<file path="src/rtl/dpc_pkg.sv">
`timescale 1ns/1ps
package dpc_pkg;

   typedef enum logic [2:0] {
      ST_IDLE,
      ST_CLOSE,
      ST_OPEN,
      ST_COL,
      ST_DONE,
      ST_RCLOSE,
      ST_RRAS,
      ST_RPRE
   } ctl_state_e;

   typedef struct packed {
      logic ras;
      logic cas;
      logic pre;
      logic we;
   } dram_cmd_t;

endpackage

</file>
<file path="src/rtl/dpc_refresh_timer.sv">
`timescale 1ns/1ps
module dpc_refresh_timer #(
   parameter int unsigned PERIOD = 200
) (
   input  logic clk,
   input  logic rst_n,
   input  logic ack,
   output logic pending
);

   generate
      if (PERIOD == 1) begin : g_bad_period
         $error("refresh period must be 0 (off) or at least 2");
      end

      if (PERIOD > 1) begin : g_on
         localparam int CW = $clog2(PERIOD);
         logic [CW-1:0] cnt;
         logic          fire;

         assign fire = (cnt == CW'(PERIOD - 1));

         always_ff @(posedge clk or negedge rst_n) begin
            if (!rst_n) begin
               cnt     <= '0;
               pending <= 1'b0;
            end else begin
               cnt <= fire ? '0 : cnt + 1'b1;
               if (fire)
                  pending <= 1'b1;
               else if (ack)
                  pending <= 1'b0;
            end
         end

         // an acknowledge only ever closes a refresh that was pending
         assert_ack_needs_pending_R8: assert property (@(posedge clk) disable iff (!rst_n)
            ack |-> pending);
      end else begin : g_off
         logic unused_ack;
         assign unused_ack = ack;
         assign pending    = 1'b0;
      end
   endgenerate

endmodule

</file>
<file path="src/rtl/dpc_dram_array.sv">
`timescale 1ns/1ps
module dpc_dram_array
   import dpc_pkg::*;
#(
   parameter int unsigned ROWS   = 4,
   parameter int unsigned COLS   = 4,
   parameter int unsigned DATA_W = 8,
   parameter int unsigned RETAIN = 400
) (
   input  logic                                   clk,
   input  logic                                   rst_n,
   input  dram_cmd_t                              cmd,
   input  logic [$clog2(ROWS > COLS ? ROWS : COLS)-1:0] addr,
   input  logic [DATA_W-1:0]                      wdata,
   output logic [DATA_W-1:0]                      rdata
);

   localparam int RAW   = $clog2(ROWS);
   localparam int CAW   = $clog2(COLS);
   localparam int ROW_W = COLS * DATA_W;
   localparam int AGW   = $clog2(RETAIN + 1);
   localparam int LIM   = RETAIN - 1;

   logic [ROW_W-1:0]  mem [ROWS];
   logic [AGW-1:0]    age [ROWS];
   logic [ROW_W-1:0]  rowbuf;
   logic [RAW-1:0]    open_row;
   logic              open_v;
   logic [DATA_W-1:0] rdq;
   logic [RAW-1:0]    ra;
   logic [CAW-1:0]    ca;

   assign ra    = addr[RAW-1:0];
   assign ca    = addr[CAW-1:0];
   assign rdata = rdq;

   always_ff @(posedge clk or negedge rst_n) begin
      if (!rst_n) begin
         for (int r = 0; r < ROWS; r++) begin
            mem[r] <= '0;
            age[r] <= '0;
         end
         rowbuf   <= '0;
         open_row <= '0;
         open_v   <= 1'b0;
         rdq      <= '0;
      end else begin
         for (int r = 0; r < ROWS; r++) begin
            if (cmd.pre && open_v && open_row == RAW'(r)) begin
               mem[r] <= rowbuf;
               age[r] <= '0;
            end else if (cmd.ras && ra == RAW'(r)) begin
               age[r] <= '0;
            end else if (age[r] == AGW'(LIM)) begin
               mem[r] <= '0;
            end else begin
               age[r] <= age[r] + 1'b1;
            end
         end
         if (cmd.ras) begin
            rowbuf   <= mem[ra];
            open_row <= ra;
            open_v   <= 1'b1;
         end
         if (cmd.pre)
            open_v <= 1'b0;
         if (cmd.cas) begin
            if (cmd.we)
               rowbuf[int'(ca)*DATA_W +: DATA_W] <= wdata;
            else
               rdq <= rowbuf[int'(ca)*DATA_W +: DATA_W];
         end
      end
   end

   // a column strobe only lands on a row that the row strobe has opened
   assert_col_needs_row_R2: assert property (@(posedge clk) disable iff (!rst_n)
      cmd.cas |-> open_v);

   // a new row is opened only after the previous one has been written back
   assert_open_after_close_R4: assert property (@(posedge clk) disable iff (!rst_n)
      cmd.ras |-> !open_v);

   generate
      for (genvar gr = 0; gr < ROWS; gr++) begin : g_retain
         // no row ever reaches the end of its retention window
         assert_no_decay_R10: assert property (@(posedge clk) disable iff (!rst_n)
            age[gr] != AGW'(LIM));
      end
   endgenerate

endmodule

</file>
<file path="src/rtl/dpc_ctrl.sv">
`timescale 1ns/1ps
module dpc_ctrl
   import dpc_pkg::*;
#(
   parameter int unsigned ROWS   = 4,
   parameter int unsigned COLS   = 4,
   parameter int unsigned DATA_W = 8
) (
   input  logic                            clk,
   input  logic                            rst_n,
   input  logic                            req_valid,
   input  logic                            req_write,
   input  logic [$clog2(ROWS)+$clog2(COLS)-1:0] req_addr,
   input  logic [DATA_W-1:0]               req_wdata,
   input  logic                            ref_pend,
   output logic                            ready,
   output logic                            ref_ack,
   output dram_cmd_t                       cmd,
   output logic [$clog2(ROWS > COLS ? ROWS : COLS)-1:0] dram_addr,
   output logic [DATA_W-1:0]               dram_wdata,
   output logic                            done
);

   localparam int RAW = $clog2(ROWS);
   localparam int CAW = $clog2(COLS);
   localparam int AW  = (RAW > CAW) ? RAW : CAW;

   ctl_state_e       state;
   logic [RAW-1:0]   row_q;
   logic [CAW-1:0]   col_q;
   logic             wr_q;
   logic [DATA_W-1:0] wd_q;
   logic             open_v;
   logic [RAW-1:0]   open_row;
   logic [RAW-1:0]   rcnt;
   logic [RAW-1:0]   in_row;
   logic             last_row;

   assign in_row   = req_addr[RAW+CAW-1:CAW];
   assign last_row = (rcnt == RAW'(ROWS - 1));
   assign ready    = (state == ST_IDLE) && !ref_pend;
   assign ref_ack  = (state == ST_RPRE) && last_row;
   assign done     = (state == ST_DONE);
   assign dram_wdata = wd_q;

   always_ff @(posedge clk or negedge rst_n) begin
      if (!rst_n) begin
         state    <= ST_IDLE;
         row_q    <= '0;
         col_q    <= '0;
         wr_q     <= 1'b0;
         wd_q     <= '0;
         open_v   <= 1'b0;
         open_row <= '0;
         rcnt     <= '0;
      end else begin
         unique case (state)
            ST_IDLE: begin
               if (ref_pend) begin
                  rcnt  <= '0;
                  state <= open_v ? ST_RCLOSE : ST_RRAS;
               end else if (req_valid) begin
                  row_q <= in_row;
                  col_q <= req_addr[CAW-1:0];
                  wr_q  <= req_write;
                  wd_q  <= req_wdata;
                  if (open_v && open_row == in_row)
                     state <= ST_COL;
                  else if (open_v)
                     state <= ST_CLOSE;
                  else
                     state <= ST_OPEN;
               end
            end
            ST_CLOSE: begin
               open_v <= 1'b0;
               state  <= ST_OPEN;
            end
            ST_OPEN: begin
               open_v   <= 1'b1;
               open_row <= row_q;
               state    <= ST_COL;
            end
            ST_COL:  state <= ST_DONE;
            ST_DONE: state <= ST_IDLE;
            ST_RCLOSE: begin
               open_v <= 1'b0;
               state  <= ST_RRAS;
            end
            ST_RRAS: state <= ST_RPRE;
            ST_RPRE: begin
               if (last_row) begin
                  state <= ST_IDLE;
               end else begin
                  rcnt  <= rcnt + 1'b1;
                  state <= ST_RRAS;
               end
            end
            default: state <= ST_IDLE;
         endcase
      end
   end

   always_comb begin
      cmd       = '0;
      dram_addr = '0;
      unique case (state)
         ST_CLOSE, ST_RCLOSE: begin
            cmd.pre   = 1'b1;
            dram_addr = AW'(open_row);
         end
         ST_OPEN: begin
            cmd.ras   = 1'b1;
            dram_addr = AW'(row_q);
         end
         ST_COL: begin
            cmd.cas   = 1'b1;
            cmd.we    = wr_q;
            dram_addr = AW'(col_q);
         end
         ST_RRAS: begin
            cmd.ras   = 1'b1;
            dram_addr = AW'(rcnt);
         end
         ST_RPRE: begin
            cmd.pre   = 1'b1;
            dram_addr = AW'(rcnt);
         end
         default: ;
      endcase
   end

   // strobes never overlap
   assert_strobe_onehot_R11: assert property (@(posedge clk) disable iff (!rst_n)
      $onehot0({cmd.ras, cmd.cas, cmd.pre}));
   // the direction pin is meaningful only with a column strobe
   assert_we_with_cas_R11: assert property (@(posedge clk) disable iff (!rst_n)
      cmd.we |-> cmd.cas);
   // completion is a single-cycle pulse
   assert_done_pulse_R6: assert property (@(posedge clk) disable iff (!rst_n)
      done |=> !done);
   // while the requester is offered a slot, the bus is quiet
   assert_ready_quiet_R7: assert property (@(posedge clk) disable iff (!rst_n)
      ready |-> !(cmd.ras || cmd.cas || cmd.pre || done));
   // a pending refresh blocks new requests
   assert_refresh_blocks_R9: assert property (@(posedge clk) disable iff (!rst_n)
      ref_pend |-> !ready);

endmodule

</file>
<file path="src/rtl/dram_page_ctrl.sv">
`timescale 1ns/1ps
module dram_page_ctrl
   import dpc_pkg::*;
#(
   parameter int unsigned ROWS           = 4,
   parameter int unsigned COLS           = 4,
   parameter int unsigned DATA_W         = 8,
   parameter int unsigned REFRESH_CYCLES = 200,
   parameter int unsigned RETAIN_CYCLES  = 400
) (
   input  logic                    clk,
   input  logic                    rst_n,
   input  logic                    req_valid,
   input  logic                    req_write,
   input  logic [$clog2(ROWS)+$clog2(COLS)-1:0] req_addr,
   input  logic [DATA_W-1:0]       req_wdata,
   output logic                    req_ready,
   output logic                    rsp_done,
   output logic [DATA_W-1:0]       rsp_rdata,
   output logic                    dram_ras,
   output logic                    dram_cas,
   output logic                    dram_pre,
   output logic                    dram_we,
   output logic [$clog2(ROWS > COLS ? ROWS : COLS)-1:0] dram_addr
);

   localparam int RAW = $clog2(ROWS);
   localparam int CAW = $clog2(COLS);
   localparam int AW  = (RAW > CAW) ? RAW : CAW;
   localparam int BURST_MAX = 2 * ROWS + 8;

   generate
      if (ROWS < 2 || (ROWS & (ROWS - 1)) != 0) begin : g_bad_rows
         $error("ROWS must be a power of two, at least 2");
      end
      if (COLS < 2 || (COLS & (COLS - 1)) != 0) begin : g_bad_cols
         $error("COLS must be a power of two, at least 2");
      end
      if (DATA_W < 1) begin : g_bad_width
         $error("DATA_W must be at least 1");
      end
      if (REFRESH_CYCLES != 0 && RETAIN_CYCLES <= REFRESH_CYCLES + BURST_MAX) begin : g_bad_refresh
         $error("refresh interval leaves no margin inside the retention window");
      end
      if (RETAIN_CYCLES < 2) begin : g_bad_retain
         $error("RETAIN_CYCLES must be at least 2");
      end
   endgenerate

   dram_cmd_t          cmd;
   logic               ref_pend;
   logic               ref_ack;
   logic [DATA_W-1:0]  bus_wdata;

   dpc_refresh_timer #(.PERIOD(REFRESH_CYCLES)) u_timer (
      .clk     (clk),
      .rst_n   (rst_n),
      .ack     (ref_ack),
      .pending (ref_pend)
   );

   dpc_ctrl #(.ROWS(ROWS), .COLS(COLS), .DATA_W(DATA_W)) u_ctrl (
      .clk        (clk),
      .rst_n      (rst_n),
      .req_valid  (req_valid),
      .req_write  (req_write),
      .req_addr   (req_addr),
      .req_wdata  (req_wdata),
      .ref_pend   (ref_pend),
      .ready      (req_ready),
      .ref_ack    (ref_ack),
      .cmd        (cmd),
      .dram_addr  (dram_addr),
      .dram_wdata (bus_wdata),
      .done       (rsp_done)
   );

   dpc_dram_array #(.ROWS(ROWS), .COLS(COLS), .DATA_W(DATA_W), .RETAIN(RETAIN_CYCLES)) u_array (
      .clk   (clk),
      .rst_n (rst_n),
      .cmd   (cmd),
      .addr  (dram_addr),
      .wdata (bus_wdata),
      .rdata (rsp_rdata)
   );

   assign dram_ras = cmd.ras;
   assign dram_cas = cmd.cas;
   assign dram_pre = cmd.pre;
   assign dram_we  = cmd.we;

   // an opened row is followed directly by its column strobe or its precharge
   assert_row_then_use_R8: assert property (@(posedge clk) disable iff (!rst_n)
      dram_ras |=> (dram_cas || dram_pre));
   // completion comes right after the column strobe
   assert_done_after_col_R2: assert property (@(posedge clk) disable iff (!rst_n)
      dram_cas |=> rsp_done);

endmodule

</file>
<file path="config.mk">
export PLATFORM = sky130hd
export DESIGN_NAME = dram_page_ctrl
export DESIGN_NICKNAME = d
export VERILOG_FILES = /design/src/rtl/dpc_pkg.sv /design/src/rtl/dpc_refresh_timer.sv /design/src/rtl/dpc_dram_array.sv /design/src/rtl/dpc_ctrl.sv /design/src/rtl/dram_page_ctrl.sv
export SDC_FILE = /design/constraint.sdc
export NUM_CORES = 1
export LEC_CHECK = 0
export ABC_AREA = 1
export BUFFER_PORTS_ARGS = -buffer_cell sky130_fd_sc_hd__buf_2
export CORE_MARGIN = 2
export CORE_UTILIZATION = 45
export CTS_BUF_LIST = sky130_fd_sc_hd__clkbuf_16
export DETAILED_ROUTE_END_ITERATION = 10
export PLACE_DENSITY = 0.61
export SYNTH_ARGS = -nofsm -noshare
export SYNTH_HDL_FRONTEND = slang
export SYNTH_HIERARCHICAL = 1
export SYNTH_SLANG_ARGS = --single-unit
</file>
<file path="constraint.sdc">
create_clock -name clk -period 5.7 [get_ports clk]
set_input_delay 0.57 -clock clk [delete_from_list [all_inputs] [get_ports clk]]
set_output_delay 0.57 -clock clk [all_outputs]
set_load 0.02 [all_outputs]
</file>
## After elaboration in Yosys (flattened, before gate mapping)

Index checks and enable logic that the tools add are counted.

| word-level totals | value |
|---|---|
| output and inout bits | 16 |
| flip-flop bits (word level) | 237 |

| cells by class | value |
|---|---|
| $lt $le $gt $ge | 1 |
| bitwise logic cells | 3 |
| mux-type cells | 52 |
| equality and inequality tests | 31 |
| shift-type cells | 3 |
| reduce and logical (&&, ||, !) cells | 35 |
| add/subtract/negate cells | 7 |

Operators by type and width:

| cell | count |
|---|---|
| 2-to-1 mux 32 bit | 17 |
| 2-to-1 mux 9 bit | 12 |
| binary-select mux 32 bit (select 2 bit) | 1 |
| adder 9 x 1 -> 9 bit, second input constant | 4 |
| equality test 9 bit, second input constant | 4 |
| negator 5 -> 34 bit | 1 |
| variable shift 8 x 34 -> 32 bit, first input constant | 1 |
| variable part select 8 x 34 -> 32 bit | 1 |
| bitwise mux 32 bit | 1 |
| variable part select 32 x 6 -> 8 bit | 1 |
| one-hot mux 3 bit (8 select lines) | 1 |
| nonzero test 2 bit | 8 |
| equality test 3 bit, second input constant | 4 |
| logical AND 1 bit | 12 |
| 2-to-1 mux 3 bit | 4 |
| != test 3 x 1 -> 1 bit, second input constant | 4 |
| equality test 2 bit, second input constant | 5 |
| AND reduction 2 bit | 5 |
| adder 8 x 1 -> 8 bit, second input constant | 1 |
| equality test 8 bit, second input constant | 1 |
| 2-to-1 mux 1 bit | 8 |
| 2-to-1 mux 2 bit | 4 |
| 2-to-1 mux 8 bit | 1 |
| != test 2 x 1 -> 1 bit, second input constant | 4 |
| other kinds (19) | 27 |

## Depth between registers and ports, before layout

Gate-level depths: netlist of run 1.

| depth | value |
|---|---|
| depth after elaboration | 11 |
| gate-level depth with buffers | 16 |

## Modules after synthesis

The synthesis of run 1 kept the hierarchy.

By module, submodules not included:

| module | cells each | area each (sq um) | times used |
|---|---|---|---|
| dpc_dram_array | 1420 | 10577.6 | 1 |
| dpc_ctrl | 142 | 1091.0 | 1 |
| dpc_refresh_timer | 51 | 415.4 | 1 |

## Worst setup path before layout of run 1

No wires, ideal clock.

| timing | value |
|---|---|
| kind | register to register |
| from | reg u_ctrl.state[1] |
| to | reg u_array/mem[32] (netlist name) |
| setup time | 0.117 ns |
| setup slack | 2.234 ns |
| data arrival time | 3.348 ns |
| required time | 5.583 ns |
| buffers on the path | 4 |
| period minus slack after synthesis | 3.466 ns |
| stages on the path, launching flop included | 17 |
| cell sequence | dfrtp_1 buf_6 nand2_1 nor2_1 nand2_1 nand4_1 buf_2 inv_2 clkbuf_1 ha_1 nand2_1 nand3_1 nor2_1 nand2_2 buf_6 nand3_1 nand2_1 |

| between the ends | value |
|---|---|
| longest elaborated chain between the ends | 7 |
| elaborated cells between the ends (all ways) | 21 |

Ends and longest elaborated chain:

| item | RTL line | source |
|---|---|---|
| start, declared | dpc_ctrl.sv:28 | `ctl_state_e state;` |
| start signal, assigned | dpc_ctrl.sv:61 | `state <= open_v ? ST_RCLOSE : ST_RRAS;` |
| equality test 3 bit or equality test 3 x 1 -> 1 bit (tied branches) | dpc_ctrl.sv:107 | `unique case (state)` |
| OR reduction 2 bit (no source line) | -- |  |
| one-hot mux 2 bit (4 select lines) * | dpc_ctrl.sv:107 |  |
| named net dram_addr (one bit) | dram_page_ctrl.sv:24 | `output logic [$clog2(ROWS > COLS ? ROWS : COLS)-1:0] dram_addr` |
| equality test 2 bit * | dpc_dram_array.sv:52 | `end else if (cmd.ras && ra == RAW'(r)) begin` |
| logical AND 1 bit * | dpc_dram_array.sv:52 |  |
| != test 2 x 1 -> 1 bit (no source line) * | -- |  |
| AND reduction 2 bit (no source line) * | -- |  |
| end signal, assigned by index | dpc_dram_array.sv:50 | `mem[r] <= rowbuf;` |
| end, declared | dpc_dram_array.sv:24 | `logic [ROW_W-1:0] mem [ROWS];` |

The timed path passes the listed nets; every way through them passes the cells marked *.
A chain may end at the register's enable or synchronous reset.

## Final worst setup path of run 1

| timing | value |
|---|---|
| from | reg u_ctrl.state[0] |
| to | reg u_array/age[14] (netlist name) |

| between the ends | value |
|---|---|
| longest elaborated chain between the ends | 7 |
| elaborated cells between the ends (all ways) | 20 |

Ends and longest elaborated chain:

| item | RTL line | source |
|---|---|---|
| equality test 3 bit or equality test 3 x 1 -> 1 bit (tied branches) | dpc_ctrl.sv:107 |  |
| OR reduction 2 bit (no source line) | -- |  |
| one-hot mux 2 bit (4 select lines) | dpc_ctrl.sv:107 |  |
| equality test 2 bit | dpc_dram_array.sv:52 |  |
| logical AND 1 bit | dpc_dram_array.sv:52 |  |
| 2-to-1 mux 9 bit | dpc_dram_array.sv:52 |  |
| 2-to-1 mux 9 bit | dpc_dram_array.sv:49 | `if (cmd.pre && open_v && open_row == RAW'(r)) begin` |
| end signal, assigned by index | dpc_dram_array.sv:57 | `age[r] <= age[r] + 1'b1;` |
| end, declared | dpc_dram_array.sv:25 | `logic [AGW-1:0] age [ROWS];` |

Several ways; a longest one is shown, not always the timed one.

==> flow_summary_export.csv, run 1 <==
group,metric,value,unit
outcome,status,"finished, final reports clean",
finish,finish.utilization,50.45,%
timing,period_needed,3.723,ns
floorplanning,initial_utilization,46.11,%
finish,seq_area,5931,sq um
finish,antenna_cells,0,
worst_hold_path,hp-class,"input port to async pin",
timing,worst_pin_slew,0.9470,ns
global_route,grt_overflow_total,0,
global_route,first_global_vias,10170,
floorplanning,dieArea,28180,sq um
floorplanning,rows,59,
finish,fill_cells,2596,
timing,clock-skew-final,0.01810,ns
finish,multiInputGateArea,5379,sq um
timing,tns,0,ns
route,drt_wl_total,33750,microns
logic_synthesis,synthTopCellsByCount,"nand2_1 (637), nand3_1 (267), dfrtp_1 (237), nor2_1 (105), inv_1 (97)",
setup_path,crit_fanout,49,
logic_synthesis,synthFlopType,"dfrtp_1",
timing,slew_headroom,36.80,%
finish,drive_above_1_share,7.498,%
logic_synthesis,synth.top_cell.area_share,49.08,%
logic_synthesis,synth_area_leader_cell,"dfrtp_1",
clock_network,path_clk_slew,0.06,ns
pwr,leakage,6.865,nW
logic_synthesis,synth_edf_count,0,
place,hpwl,20360,microns
global_route,grt_pass1_wl,55350,microns
setup_path,end_kind,"flop",
logic_synthesis,syn_area_per_cell,7.492,sq um
place,gp_congestion,0.8724,
route,drc,0,
clock_network,cts-root-buf,"clkbuf_16",
place,post-place-ws,2.028,ns
logic_synthesis,synth_cell_types,32,
timing,rsz0062_at_grt,"no",
clock_network,postCtsSetupBuffers,0,
job,max_cap_violations,0,
floorplanning,io-pin-count,32,
route,num_vias,10560,
route,first_iter_violations,833,
logic_synthesis,ys_warn_count,6,
clock_network,cts.path.max_buffers,3,
timing,slew_viol_final,0,
route,drtPass1Iterations,6,
logic_synthesis,async_reset_ff_share,100.0,%
finish,syn2layout_area_growth,9.412,%
place,dpl_cell_area,12420,sq um
setup_path,crit_arrival,4.13,ns
finish,fin_area,13220,sq um
timing,max_freq,268.6,MHz
place,port-buffer-count,31,
route,avgViaCountPerCell,5.383,
global_route,antenna_found_initial,0,
clock_network,insertion_delay,0.54,ns
floorplanning,die_h,167.9,microns
timing,hold_viol,0,
clock_network,cts_max_level,1,
pwr,power_density,581.0,nW/um^2
clock_network,cts_tree,"built",
floorplanning,core_area,26210,sq um
setup_path,critPathKind,"flop to flop",
route,drtAntennaViolNets,0,
clock_network,cts.sinks,237,
global_route,grtUsageTotal,24.38,%
clock_network,holdBufCountCts,0,
logic_synthesis,synthTopCellsByArea,"dfrtp_1 (49%), nand2_1 (20%), nand3_1 (11%), nor2_1 (3.3%), o21ai_0 (3.1%)",
clock_network,numCtsBuffers,27,
route,avgRoutedWirePerCell,17.20,microns
logic_synthesis,yosysSeqAreaShare,49.08,%
setup_path,worstPathRequired,6.11,ns
logic_synthesis,synth_seq_cells,237,
timing,timing.final.ws_setup,1.977,ns
logic_synthesis,synth_nets,1640,
pwr,finalPower,7.682,mW
timing,setup_viol,0,
global_route,grt_max_degree,139,
floorplanning,die_w,167.9,microns
logic_synthesis,synthesis.area,12080,sq um
setup_path,critPathLaunchType,"flop",
logic_synthesis,yosysMostFrequentCell,"nand2_1",
logic_synthesis,synth_cells,1613,
finish,fin_nets,1638,
timing,period_share,65.32,%
pwr,vdd_ir_drop_max,0.3032,mV
clock_network,cts-resized-gates,0,
-- sequential cells by signal, summed over array words and instances, names as in the netlist, 2 cells and up --
name and count:
u_array/rowbuf 32, u_ctrl/dram_wdata 8, u_ctrl/open_row 2, u_array/rdata 8, u_array/age 36, u_ctrl/col_q 2
u_timer/g_on.cnt 8, u_ctrl/rcnt 2, u_ctrl/state 3, u_ctrl/row_q 2, u_array/open_row 2, u_array/mem 128
-- final cells by class --
type | instances | share of cell area [%]
Clock buffer | 27 | 5.110
Clock inverter | 18 | 0.9463
Inverter | 103 | 2.924
Multi-Input combinational cell | 1194 | 40.68
Sequential cell | 237 | 44.86
Tap cell | 335 | 3.170
Timing Repair Buffer | 48 | 2.309
-- kinds of logic (layout without fill, tap and decap cells) --
logic type               after synthesis  count (layout)  share of synthesized area [%]
flip-flops                           237             237                          49.08
AND/OR/NAND/NOR                     1079            1079                          38.64
AO/OA/AOI/OAI                        100             100                          4.266
buffers and inverters                182             196                          6.585
adder cells (fa/ha/maj)               11              11                          1.139
XOR/XNOR                               4               4                         0.2899
-- critical path: stages (launching register included) --
cell	delay, ns
dfrtp_1	0.43
inv_1	0.15
nand2_1	0.10
nor2_1	0.24
nand2_1	0.13
nand4_1	0.11
buf_4	0.46
inv_2	0.10
ha_1	0.30
nand2_1	0.24
nand3_1	0.11
nor2_1	0.24
nand2_2	0.58
nand3_1	0.33
nor2_1	0.06
-- placed cells by master, fill, tap and decap left out --
cell type  Yosys  final
buf_12         0      1
dfrtp_1      237    237
inv_1         97    102
nand3_2        5      7
nand3_4        2      2
xor2_1         4      4
buf_2         27     30
a21oi_1       19     19
o21bai_1       1      1
clkbuf_16      0     27
nand2_1      637    637
or2_2         10     10
buf_4          3     16
inv_2          5      5
nor2_8         1      1
nand2_2        4      4
nor3_1         3      3
nand3b_1       6      6
nand3_1      267    265
clkinv_2       0      4
nor2_1       105    105
nor2_2         2      2
clkinv_1       1      8
nor3_4         2      3
nor3_2         4      3
nor3b_2        0      1
buf_8          0      1
bufinv_16      0      2
ha_1          11     11
nor2_4         1      1
o211ai_1       5      5
nand2_4        2      2
nand4_1       27     27
o21ai_0       75     75
-- stage by stage --
stage	hold slack, ns	cells
after floorplan	0.2744	1613
after global routing	0.1399	1962
after global placement	0.4708	1917
after detailed placement	0.4676	1917
final	0.07001	1962
after CTS	0.1122	1962
-- routing by layer --
metal,GRT usage (%),vias up,part of all wire (%)
li1,-,5166,-
met2,39.13,291,45
met3,2.962,53,6.0
met1,34.83,5052,47
met4,7.372,0,2.8
met5,0,-,0
-- power by group --
| part | internal [mW] | leakage, nW | switching [mW] | total (mW) |
|---|---|---|---|---|
| clock network | 0.936 | 0.414 | 0.680 | 1.62 |
| logic | 0.995 | 3.42 | 2.08 | 3.07 |
| registers | 2.38 | 3.03 | 0.620 | 3.00 |
| total | 4.31 | 6.87 | 3.37 | 7.68 |
-- path summary, 6_finish.rpt --
path | slack [ns] | cells after the start | endpoint | from
hold reg to reg | 0.47 | 2 | u_ctrl/wr_q$_DFFE_PN0P_ | u_ctrl/wr_q$_DFFE_PN0P_
setup reg to reg | 1.98 | 14 | u_array/age[14]$_DFFE_PN0P_ | u_ctrl/state[0]$_DFFE_PN0P_
min in group clk | 0.27 | 3 | u_ctrl/wr_q$_DFFE_PN0P_ | req_write
hold / removal | 0.07 | 1 | u_array/age[14]$_DFFE_PN0P_ | rst_n
setup / recovery | 1.98 | 14 | u_array/age[14]$_DFFE_PN0P_ | u_ctrl/state[0]$_DFFE_PN0P_
max in group asynchronous | 4.42 | 2 | u_array/mem[9]$_DFFE_PN0P_ | rst_n
Power figures use the tool's default switching activity.
==> run 2: changes to the inputs <==
==> constraint.sdc (replaced) <==
create_clock -name clk -period 3.5 [get_ports clk]
set_input_delay 0.35 -clock clk [delete_from_list [all_inputs] [get_ports clk]]
set_output_delay 0.35 -clock clk [all_outputs]
set_load 0.02 [all_outputs]
==> run 2 against run 1 <==
Net effect: design area is 0.82% higher; sequential share of layout area fell by 0.37 points; critical endpoint is now u_array/age[5]$_DFFE_PN0P_; highest routed layer unchanged; routed wire length is 0.50% higher; total power grew 62%; largest cell class unchanged; register-to-register slack worse by 1.6 ns.
==> flow_summary_export.csv, run 2 (synthesized netlist as in run 1, its figures left out) <==
group,metric,value,unit
clock_network,cts-root-buf,"clkbuf_16",
route,num_vias,10670,
timing,clock-skew-final,0.02305,ns
setup_path,critPathKind,"flop to flop",
timing,slew_viol_final,0,
setup_path,regToRegStartpoint,"u_ctrl/state[0]$_DFFE_PN0P_",
floorplanning,initial_utilization,46.11,%
finish,syn2layout_area_growth,10.31,%
finish,mostFrequentLayoutCells,"nand2_1 (637), nand3_1 (265), dfrtp_1 (237)",
floorplanning,rows,59,
timing,rsz0062_at_grt,"no",
setup_path,end_kind,"flop",
route,avgRoutedWirePerCell,17.16,microns
route,drt_wl_total,33920,microns
setup_path,r2r_end,"u_array/age[5]$_DFFE_PN0P_",
timing,worst_pin_slew,1.080,ns
place,hpwl,21400,microns
timing,hold_viol,0,
clock_network,numCtsBuffers,27,
timing,slew_headroom,27.91,%
setup_path,cp_top_family,"simple AND/OR/NAND/NOR gates",
pwr,leakage,6.934,nW
clock_network,cts.path.max_buffers,3,
clock_network,path_clk_slew,0.06,ns
setup_path,crit_cells,13,
place,post-place-ws,0.4297,ns
clock_network,cts.sinks,237,
setup_path,crit_arrival,3.56,ns
setup_path,cp_cell_sequence,"inv_1 > nand2_1 > nor2_1 > nand2_1 > nand4_1 > ha_1 > nand2_1 > nand3_1 > nor2_1 > nand2_2 > buf_12 > nand3_1 > nor2_1",
timing,setup_viol,0,
job,max_cap_violations,0,
setup_path,worstPathRequired,3.93,ns
setup_path,endpoint,"u_array/age[5]$_DFFE_PN0P_",
clock_network,cts_tree,"built",
timing,timing.final.ws_setup,0.3669,ns
place,gp_congestion,0.8575,
route,drc,0,
finish,drive_above_1_share,8.044,%
floorplanning,die_w,167.9,microns
clock_network,insertion_delay,0.56,ns
setup_path,slowest_delay,0.45,ns
setup_path,cp_slowest_cell,"ha_1",
route,first_iter_violations,955,
finish,largest_register_ffs,128,
timing,period_share,89.52,%
finish,top_register,"u_array/mem",
global_route,grt_pass1_wl,55790,microns
global_route,antenna_found_initial,0,
clock_network,cts_max_level,1,
timing,tns,0,ns
worst_hold_path,hp-class,"input port to flop",
timing,period_needed,3.133,ns
floorplanning,dieArea,28180,sq um
setup_path,critical_path_buf_inv_count,2,
global_route,first_global_vias,10150,
finish,top_regs,"u_array/mem: 128 flops, u_array/age: 36 flops, u_array/rowbuf: 32 flops",
finish,fill_cells,2529,
floorplanning,die_h,167.9,microns
route,drtAntennaViolNets,0,
pwr,power_density,933.1,nW/um^2
global_route,grtUsageTotal,24.52,%
route,drtPass1Iterations,5,
floorplanning,io-pin-count,32,
finish,antenna_cells,0,
clock_network,cts-resized-gates,0,
route,avgViaCountPerCell,5.398,
pwr,vdd_ir_drop_max,0.4734,mV
global_route,grt_max_degree,82,
timing,max_freq,319.2,MHz
finish,fin_nets,1648,
setup_path,critPathLaunchType,"flop",
setup_path,crit_fanout,22,
finish,finish.utilization,50.87,%
floorplanning,core_area,26210,sq um
setup_path,rrSetupSlack,0.37,ns
setup_path,rr_worst_depth,13,
outcome,status,"finished, final reports clean",
place,port-buffer-count,31,
global_route,grt_overflow_total,0,
finish,final_common_cell,"nand2_1",
setup_path,startpoint,"u_ctrl/state[0]$_DFFE_PN0P_",
## run 2: cell count changes in the layout (fill, tap and decap cells not counted), moves of 2 or more
cell	before	now
buf_12	1	5
buf_4	16	21
bufinv_16	2	0
clkinv_2	4	6
inv_1	102	104
## run 2: per-stage QoR
stage,total power [mW],instance area [sq um],cells,hold WS [ns]
after floorplan,8.310,12080,1613,0.05441
after global placement,9.794,12540,1926,0.3879
after detailed placement,9.898,12540,1926,0.3854
after CTS,12.49,13330,1976,0.01643
after global routing,13.45,13330,1976,0.03882
final,12.44,13330,1976,0.02705
## run 2: worst min path at each step
stage / end / from / cells after the start
6_report: u_ctrl/col_q[1]$_DFFE_PN0P_ / req_addr[1] / 3
5_1_grt: u_ctrl/col_q[1]$_DFFE_PN0P_ / req_addr[1] / 3
4_1_cts: u_ctrl/col_q[1]$_DFFE_PN0P_ / req_addr[1] / 3
3_5_place_dp: u_timer/g_on.cnt[5]$_DFF_PN0_ / rst_n / 1
3_3_place_gp: u_timer/g_on.cnt[4]$_DFF_PN0_ / rst_n / 1
2_1_floorplan: u_array/age[0]$_DFFE_PN0P_ / rst_n / 0
## run 2: timing repair
item	in CTS	in global routing
setup buffers	0	0
hold buffers	1	0
endpoints found under the hold margin	78	0
## run 2: metal layers
metal	up-vias	wire length (microns)	global-route usage (%)
li1	5184	-	-
met1	5138	15520	34.72
met2	285	15670	40.08
met3	59	1842	2.656
met4	0	881	7.183
met5	-	0	0
## run 2: cell type report
cell class | count | area (sq um) | area share (%)
well taps | 335 | 419.2 | 3.144
multi-input cells | 1194 | 5379 | 40.35
repair buffers | 58 | 432.9 | 3.248
flip-flops and latches | 237 | 5931 | 44.49
clock buffers | 27 | 675.6 | 5.069
clock inverters | 22 | 106.4 | 0.7978
inverters | 103 | 386.6 | 2.900
## run 2: tightest hold or removal path: cells and delay by family
kind / cells / cell delay [ns]
simple gates: 2 / 0.13
buf+inv: 1 / 0.08
## run 2: where the power goes
| part | internal [mW] | switching [mW] | total, mW |
|---|---|---|---|
| Clock | 1.40 | 1.15 | 2.54 |
| Sequential | 3.87 | 1.03 | 4.89 |
| Combinational | 1.65 | 3.35 | 5.00 |
==> run 3: changes to the inputs <==
--- a/config.mk
+++ b/config.mk
@@ -7,11 +7,12 @@
 export LEC_CHECK = 0
 export ABC_AREA = 1
 export BUFFER_PORTS_ARGS = -buffer_cell sky130_fd_sc_hd__buf_2
-export CORE_MARGIN = 2
+export CORE_MARGIN = 1
 export CORE_UTILIZATION = 45
 export CTS_BUF_LIST = sky130_fd_sc_hd__clkbuf_16
 export DETAILED_ROUTE_END_ITERATION = 10
 export PLACE_DENSITY = 0.61
+export SKIP_CTS_REPAIR_TIMING = 1
 export SYNTH_ARGS = -nofsm -noshare
 export SYNTH_HDL_FRONTEND = slang
 export SYNTH_HIERARCHICAL = 1
==> run 3 against run 2 <==
Net effect: global-route usage rose by 1.1 points; cell count did not move; via count fell by 0.94%; sequential power barely moved; clock power rose by 5%; routed wire length rose by 2.1%; combinational power rose by 2%; largest power group unchanged.
==> flow_summary_export.csv, run 3 (synthesized netlist as in run 1, its figures left out) <==
group,metric,value,unit
timing,clock-skew-final,0.01552,ns
setup_path,worstPathRequired,3.15,ns
setup_path,r2r_end,"u_array/rowbuf[0]$_DFF_PN0_",
finish,fill_cells,2544,
route,drtPass1Iterations,5,
setup_path,rrSetupSlack,0.47,ns
route,avgRoutedWirePerCell,17.53,microns
route,first_iter_violations,894,
clock_network,cts.sinks,237,
setup_path,end_kind,"output port",
setup_path,startpoint,"u_ctrl/state[0]$_DFFE_PN0P_",
job,max_cap_violations,0,
floorplanning,rows,59,
timing,slew_viol_final,0,
clock_network,cts_max_level,1,
route,drt_wl_total,34640,microns
setup_path,regToRegStartpoint,"u_ctrl/state[0]$_DFFE_PN0P_",
clock_network,path_clk_slew,0.06,ns
place,port-buffer-count,31,
timing,slew_headroom,44.64,%
route,top_layer_used,"met4",
clock_network,cts-root-buf,"clkbuf_16",
setup_path,cp_cell_sequence,"inv_1 > nand2_1 > nor2_1 > nand2_1 > nand4_1 > buf_6 > buf_2",
route,dr_wl_met2,16360,microns
setup_path,crit_fanout,100,
route,drc,0,
clock_network,numCtsBuffers,27,
pwr,seq_power_share,38.6,%
global_route,grt_max_degree,104,
pwr,leakage,6.954,nW
timing,period_needed,3.099,ns
finish,antenna_cells,0,
timing,worst_pin_slew,0.8292,ns
setup_path,cp_slowest_cell,"buf_6",
finish,syn2layout_area_growth,10.61,%
timing,period_share,88.53,%
finish,top_register,"u_array/mem",
floorplanning,die_h,165.9,microns
setup_path,slowest_delay,0.64,ns
floorplanning,core_area,26210,sq um
finish,drive_above_1_share,8.227,%
pwr,sw_frac_of_total,43.84,%
route,num_vias,10570,
global_route,first_global_vias,10230,
pwr,power_density,945.9,nW/um^2
timing,max_freq,322.7,MHz
setup_path,rr_worst_depth,12,
pwr,p_comb_share,40.3,%
place,hpwl,20960,microns
route,avgViaCountPerCell,5.347,
setup_path,crit_top_cell,"nand2_1",
setup_path,endpoint,"dram_addr[0]",
place,gp_congestion,0.8462,
finish,fin_nets,1647,
place,post-place-ws,0.3455,ns
finish,largest_register_ffs,128,
timing,timing.final.ws_setup,0.4014,ns
route,drtAntennaViolNets,0,
finish,finish.utilization,51.01,%
setup_path,critPathLaunchType,"flop",
finish,final_common_cell,"nand2_1",
timing,setup_viol,0,
pwr,vdd_ir_drop_max,0.4827,mV
setup_path,crit_arrival,2.75,ns
pwr,internal_power,7.101,mW
clock_network,cts.path.max_buffers,3,
global_route,grtUsageTotal,25.67,%
floorplanning,die_w,165.9,microns
floorplanning,initial_utilization,46.11,%
outcome,status,"finished, final reports clean",
clock_network,cts_tree,"built",
global_route,grt_pass1_wl,56030,microns
global_route,grt_overflow_total,0,
route,wl_met1,15360,microns
global_route,antenna_found_initial,0,
pwr,power_frac_clock,21.1,%
timing,tns,0,ns
floorplanning,io-pin-count,32,
timing,hold_viol,0,
clock_network,insertion_delay,0.54,ns
setup_path,critPathKind,"flop to output port",
worst_hold_path,hp-class,"input port to flop",
finish,top_regs,"u_array/mem: 128 flops, u_array/age: 36 flops, u_array/rowbuf: 32 flops",
route,dr_wl_met3,1934,microns
finish,mostFrequentLayoutCells,"nand2_1 (637), nand3_1 (265), dfrtp_1 (237)",
floorplanning,dieArea,27510,sq um
pwr,switching_power,5.543,mW
timing,rsz0062_at_grt,"no",
==> run 3: changes by cell type in the layout (fill, tap and decap cells not counted), sizes merged <==
cell	before	now
clkinv	15	16
inv	110	108
bufinv	0	2
buf	57	56
==> run 3: area by class of cell <==
type / count / area, sq um / area share [%]
multi-input combinational: 1194 / 5384 / 40.28
inverter: 103 / 386.6 / 2.892
tap: 335 / 419.2 / 3.136
timing repair buffer: 57 / 416.7 / 3.117
sequential: 237 / 5931 / 44.37
clock inverter: 23 / 153.9 / 1.151
clock buffer: 27 / 675.6 / 5.055
==> run 3: power groups by stage <==
stage | Clock [mW] | Sequential [mW] | Combinational (mW)
6_report | 2.67 | 4.88 | 5.10
5_1_grt | 2.83 | 5.02 | 5.80
4_1_cts | 2.73 | 4.86 | 5.10
3_5_place_dp | 0 | 4.90 | 5.08
3_3_place_gp | 0 | 4.87 | 4.98
2_1_floorplan | 0 | 4.58 | 3.73
==> run 3: worst min path at each step <==
stage	slack [ns]	endpoint	cells after the start	startpoint
floorplan	0.05	u_array/age[0]$_DFFE_PN0P_	0	rst_n
global route	0.05	u_ctrl/col_q[1]$_DFFE_PN0P_	3	req_addr[1]
detailed placement	0.46	u_array/age[14]$_DFFE_PN0P_	1	rst_n
global placement	0.47	u_array/age[15]$_DFFE_PN0P_	1	rst_n
finish	0.04	u_ctrl/col_q[1]$_DFFE_PN0P_	3	req_addr[1]
CTS	-0.09	u_array/age[14]$_DFFE_PN0P_	1	rst_n
==> run 3: layer usage <==
metal	up-vias	GRT usage (%)
met4	0	8.899
li1	5185	-
met1	5029	34.63
met2	294	42.76
met3	58	3.241
met5	-	0
==> run 3: worst max-delay path, delay by kind of cell (launching register included) <==
family	cells	cell delay, ns
flops	1	0.45
buf+inv	3	1.08
simple gates	4	0.66
==> run 3: per-stage QoR <==
step	power, mW	instance area [sq um]	instances	hold slack, ns
2_1_floorplan	8.310	12080	1613	0.05441
3_3_place_gp	9.858	12520	1925	0.4662
3_5_place_dp	9.983	12520	1925	0.4629
4_1_cts	12.69	13350	1975	-0.09133
5_1_grt	13.65	13370	1976	0.04910
6_report	12.64	13370	1976	0.04152
